File: config.mk
export PLATFORM = sky130hd
export DESIGN_NAME = unique_read_tsc
export DESIGN_NICKNAME = d
export VERILOG_FILES = /design/src/rtl/urtc_pkg.sv /design/src/rtl/urtc_tick_counter.sv /design/src/rtl/urtc_seq_fsm.sv /design/src/rtl/urtc_read_port.sv /design/src/rtl/unique_read_tsc.sv
export SDC_FILE = /design/constraint.sdc
export NUM_CORES = 1
export LEC_CHECK = 0
export BUFFER_PORTS_ARGS = -buffer_cell sky130_fd_sc_hd__clkbuf_2
export CAP_MARGIN = 10
export CORE_MARGIN = 2
export CORE_UTILIZATION = 61
export DETAILED_ROUTE_END_ITERATION = 8
export PLACE_DENSITY = 0.81
export SYNTH_ARGS = -nofsm -noshare
export SYNTH_HDL_FRONTEND = slang
export SYNTH_HIERARCHICAL = 1
export SYNTH_SLANG_ARGS = --single-unit
File: constraint.sdc
create_clock -name clk -period 2.7 [get_ports clk]
set_clock_uncertainty 0.1 [all_clocks]
set_input_delay 0.135 -clock clk [delete_from_list [all_inputs] [get_ports clk]]
set_output_delay 0.135 -clock clk [all_outputs]
set_load 0.05 [all_outputs]
File: src/rtl/urtc_pkg.sv
package urtc_pkg;

    typedef enum logic [1:0] {
        SEQ_ZERO = 2'd0,
        SEQ_RUN  = 2'd1,
        SEQ_FULL = 2'd2
    } seq_state_e;

endpackage

File: src/rtl/urtc_tick_counter.sv
module urtc_tick_counter #(
    parameter int TICK_W = 60
) (
    input  logic              clk,
    input  logic              rst_n,
    input  logic              tick_en,
    output logic [TICK_W-1:0] count_now,
    output logic [TICK_W-1:0] count_inc
);

    localparam logic [TICK_W-1:0] TICK_ONE = TICK_W'(1);

    logic [TICK_W-1:0] count_q;

    always_comb begin
        count_inc = count_q + TICK_ONE;
        count_now = count_q;
    end

    always_ff @(posedge clk) begin
        if (!rst_n) begin
            count_q <= '0;
        end else if (tick_en) begin
            count_q <= count_inc;
        end
    end

endmodule

File: src/rtl/urtc_seq_fsm.sv
module urtc_seq_fsm
    import urtc_pkg::*;
#(
    parameter int SEQ_W = 4
) (
    input  logic             clk,
    input  logic             rst_n,
    input  logic             tick_en,
    input  logic             rd_strobe,
    output logic [SEQ_W-1:0] rd_field
);

    localparam logic [SEQ_W-1:0] SEQ_MAX = '1;
    localparam logic [SEQ_W-1:0] SEQ_ONE = SEQ_W'(1);
    localparam seq_state_e AFTER_ONE = (SEQ_ONE == SEQ_MAX) ? SEQ_FULL : SEQ_RUN;

    seq_state_e       state_q, state_d;
    logic [SEQ_W-1:0] seq_q, seq_d;
    logic [SEQ_W-1:0] seq_up;

    // state register
    always_ff @(posedge clk) begin
        if (!rst_n) begin
            state_q <= SEQ_ZERO;
            seq_q   <= '0;
        end else begin
            state_q <= state_d;
            seq_q   <= seq_d;
        end
    end

    // transitions
    always_comb begin
        seq_up  = seq_q + SEQ_ONE;
        state_d = state_q;
        seq_d   = seq_q;
        if (tick_en && rd_strobe) begin
            // T_TICK_READ
            state_d = AFTER_ONE;
            seq_d   = SEQ_ONE;
        end else if (tick_en) begin
            // T_TICK
            state_d = SEQ_ZERO;
            seq_d   = '0;
        end else if (rd_strobe) begin
            unique case (state_q)
                SEQ_ZERO: begin
                    // T_READ
                    state_d = AFTER_ONE;
                    seq_d   = SEQ_ONE;
                end
                SEQ_RUN: begin
                    // T_READ
                    state_d = (seq_up == SEQ_MAX) ? SEQ_FULL : SEQ_RUN;
                    seq_d   = seq_up;
                end
                SEQ_FULL: begin
                    // T_HOLD: saturated
                    state_d = SEQ_FULL;
                    seq_d   = SEQ_MAX;
                end
                default: begin
                    state_d = SEQ_ZERO;
                    seq_d   = '0;
                end
            endcase
        end
    end

    // outputs: field value handed to a read in this cycle
    always_comb begin
        if (tick_en) begin
            rd_field = '0;
        end else begin
            unique case (state_q)
                SEQ_ZERO: rd_field = '0;
                SEQ_RUN:  rd_field = seq_q;
                SEQ_FULL: rd_field = SEQ_MAX;
                default:  rd_field = '0;
            endcase
        end
    end

endmodule

File: src/rtl/urtc_read_port.sv
module urtc_read_port #(
    parameter int RD_W = 64
) (
    input  logic            clk,
    input  logic            rst_n,
    input  logic            rd_strobe,
    input  logic [RD_W-1:0] rd_value,
    output logic [RD_W-1:0] rd_data,
    output logic            rd_valid
);

    always_ff @(posedge clk) begin
        if (!rst_n) begin
            rd_data  <= '0;
            rd_valid <= 1'b0;
        end else begin
            rd_valid <= rd_strobe;
            if (rd_strobe) begin
                rd_data <= rd_value;
            end
        end
    end

endmodule

File: src/rtl/unique_read_tsc.sv
module unique_read_tsc #(
    parameter int TICK_W = 60,
    parameter int SEQ_W  = 4
) (
    input  logic                    clk,
    input  logic                    rst_n,
    input  logic                    tick_en,
    input  logic                    rd_strobe,
    output logic [TICK_W+SEQ_W-1:0] rd_data,
    output logic                    rd_valid
);

    localparam int RD_W = TICK_W + SEQ_W;

    logic [TICK_W-1:0] count_now;
    logic [TICK_W-1:0] count_inc;
    logic [SEQ_W-1:0]  rd_field;
    logic [RD_W-1:0]   rd_value;

    urtc_tick_counter #(.TICK_W(TICK_W)) u_tick (
        .clk       (clk),
        .rst_n     (rst_n),
        .tick_en   (tick_en),
        .count_now (count_now),
        .count_inc (count_inc)
    );

    urtc_seq_fsm #(.SEQ_W(SEQ_W)) u_seq (
        .clk       (clk),
        .rst_n     (rst_n),
        .tick_en   (tick_en),
        .rd_strobe (rd_strobe),
        .rd_field  (rd_field)
    );

    always_comb begin
        rd_value = {(tick_en ? count_inc : count_now), rd_field};
    end

    urtc_read_port #(.RD_W(RD_W)) u_port (
        .clk       (clk),
        .rst_n     (rst_n),
        .rd_strobe (rd_strobe),
        .rd_value  (rd_value),
        .rd_data   (rd_data),
        .rd_valid  (rd_valid)
    );

endmodule

==> metrics <==
Placed Area ~0.0084 sq mm; DRT Pass-1 Iters 6; crit end category flop; vias post-DR around 6400; clk root buf clkbuf_16; Max-Slew Margin vs Limit 45.2%; Synth Register Bits about 130; post-route ant nets 0; final setup violation count 0; core area around 0.013 sq mm; RSZ-0062 raised after global routing true; outcome finished, final reports clean; Num CTS Buffers 17; area taken by multi-input logic gates slightly below 0.005 sq mm; CP arrival 2.80 ns; sequential standard cell area 0.00263 sq mm; first-pass GRT wire length about 30 mm; Syn Std Cell Area 0.00794 sq mm; Avg Cell Area, Syn ~9.5 sq um; final hold viol count 0; Crit path required time 2.90 ns; sequential-to-total area share from yosys stat between 30 and 40%; fin crit period ~2.6 ns; final cycle utilization of the critical path between 90% and 100%; clock buffer depth 2; Post-Syn Instances 832; nets approximately 920; Max FO, Critical Path 6; routability cong. 0.951; initial core utilization between 60% and 70%; width of the die ~120 um; Fmax achieved a little under 400 MHz; kind of critical path flop to flop; vias in the first global route ~6000; row count 41; wire per inst 16.5 um; Fin Hold WS between 0.02 and 0.025 ns; H-tree depth 4; initial antenna violation count 0; Design Power ~4500 uW; CTS tree done; Setup WS pre-CTS 0.124 ns; clk sinks ~130; maxcap violations 0; largest net degree at the start of global routing between 40 and 50; die area between 0.01 and 0.015 sq mm; syn nets approximately 840; final instance area just over 0.009 sq mm; hold_buf cts 0; layout cells sized above 1 24.8%; Layout fillers 965; asr flop ratio synth 0%; Die Ht roughly 120 um; Layout Area Growth over Synthesis 14.0%; Lkg Pwr slightly below 0.004 uW; synth unique cells a little under 60; Post-Route Utilization a little under three quarters; EDFF count, synth 0; IO Pins between 60 and 70; Routed WL 18.0 mm; total track usage 26.2%; # DRC 0; hpwl dp 12.1 mm; Min-Delay Path Class input port to flop; Worst setup SP type flop; ANT cells 0; total congestion overflow 0; Yosys warning total 6; clk_lat worst skew 0.42 ns; number of port buffers roughly 70; top_reg_cell synth dfxtp_1; Max IR drop VDD 0.451 mV; Max Slew Vio Count 0; vias per cell around 6; CTS clk-pin slew, worst paths about 0.050 ns; PD cells between 500 and 600 mW/mm^2; post-layout worst setup margin 0.108 ns; Iteration-0 DRC Markers 585; Tightest Pin Transition just over 0.8 ns
## final cells by class
cell class | instances | area share [%]
clock buffers | 26 | 5.63
clock inverters | 4 | 1.05
inverters | 13 | 0.539
multi-input cells | 637 | 53.7
flip-flops and latches | 131 | 29.0
well taps | 172 | 2.38
repair buffers | 112 | 7.61
## logic make-up after synthesis
logic type / Yosys count / synth area share, %
AOI/OAI and AO/OA: 84 / 6.21
and+or+nand+nor: 335 / 24.8
adders and majority gates: 7 / 1.10
xor gates and xnor gates: 85 / 9.38
buffers and inverters: 64 / 5.75
muxes: 126 / 19.7
DFF: 131 / 33.0
## worst paths after layout
check	endpoint	slack (ns)	cells after the start	start
worst max-delay path	u_port/rd_data[62]$_SDFFE_PN0P_	0.11	10	u_tick/count_now[1]$_SDFFE_PN0P_
worst min-delay path	u_port/rd_data[31]$_SDFFE_PN0P_	0.02	3	rd_strobe
worst max register to register	u_port/rd_data[62]$_SDFFE_PN0P_	0.11	10	u_tick/count_now[1]$_SDFFE_PN0P_
worst min register to register	u_port/rd_data[41]$_SDFFE_PN0P_	0.41	2	u_port/rd_data[41]$_SDFFE_PN0P_
## per-layer routing
layer	part of all wire (%)	track usage, %
met5	0	0
met2	45	40.6
met4	2.2	10.6
met3	5.8	4.84
met1	47	35.7
## what timing repair did
item | in CTS | in global routing
resized for setup | 0 | 6
endpoints found under the setup margin | 0 | 12
setup buffers | 0 | 4
## where the power goes
group          switching, uW  internal (uW)
clock network            798           1560
registers               15.4           1950
logic                    133           90.8
## cell usage after synthesis (4+ instances only)
master / n / share of area [%]
nand2_1: 32 / 1.5
mux2i_1: 66 / 8.3
and3_1: 8 / 0.63
xnor2_1: 33 / 3.6
dfxtp_1: 131 / 33
nor2_1: 69 / 3.3
ha_1: 7 / 1.1
a21oi_1: 39 / 2.5
nand2b_1: 4 / 0.32
o21ai_0: 25 / 1.6
nand4_1: 25 / 2.0
clkbuf_1: 22 / 1.0
nand3_1: 40 / 2.5
inv_1: 13 / 0.61
o31ai_1: 10 / 0.95
nor4_4: 4 / 1.1
mux2_4: 60 / 11
nor4_1: 5 / 0.39
or4_1: 10 / 0.95
nor2b_1: 66 / 5.2
or3_1: 22 / 1.7
buf_12: 10 / 2.5
and2_1: 5 / 0.39
buf_2: 8 / 0.50
nand3b_1: 4 / 0.38
xor2_1: 52 / 5.7
nor3_1: 15 / 0.95
## state kept, by name (all words and copies together), names as in the netlist
name	count
u_port/rd_data	64
u_port/rd_valid	1
u_seq/seq_q	4
u_seq/state_q	2
u_tick/count_now	60
## per-stage QoR
step | instances | TNS, ns
after floorplan | 832 | 0
after global placement | 1061 | 0
after detailed placement | 1061 | 0
after CTS | 1091 | 0
after global routing | 1095 | -0.00448
final | 1095 | 0
## cells in the final DEF, fill, tap and decap left out, types with 17 or more instances in the layout
cell       instances
mux2i_1           66
buf_4             45
o21ai_0           25
xor2_1            52
xnor2_1           33
nand4_1           25
a21oi_1           39
nor2b_1           66
clkbuf_16         17
nand2_1           32
dfxtp_1          127
nand3_1           40
nor2_1            68
mux2_4            60
or3_1             22
clkbuf_2          66
## critical path, stage by stage, from the launching register on
cell and delay, ns:
dfxtp_1 0.43, ha_2 0.28, nand2_1 0.17, nor4_2 0.30
buf_4 0.18, nand4_1 0.26, nor2_1 0.22, xor2_1 0.08
mux2_4 0.26, mux2i_1 0.14, nor2b_1 0.07
(Power assumes the default switching activity.)
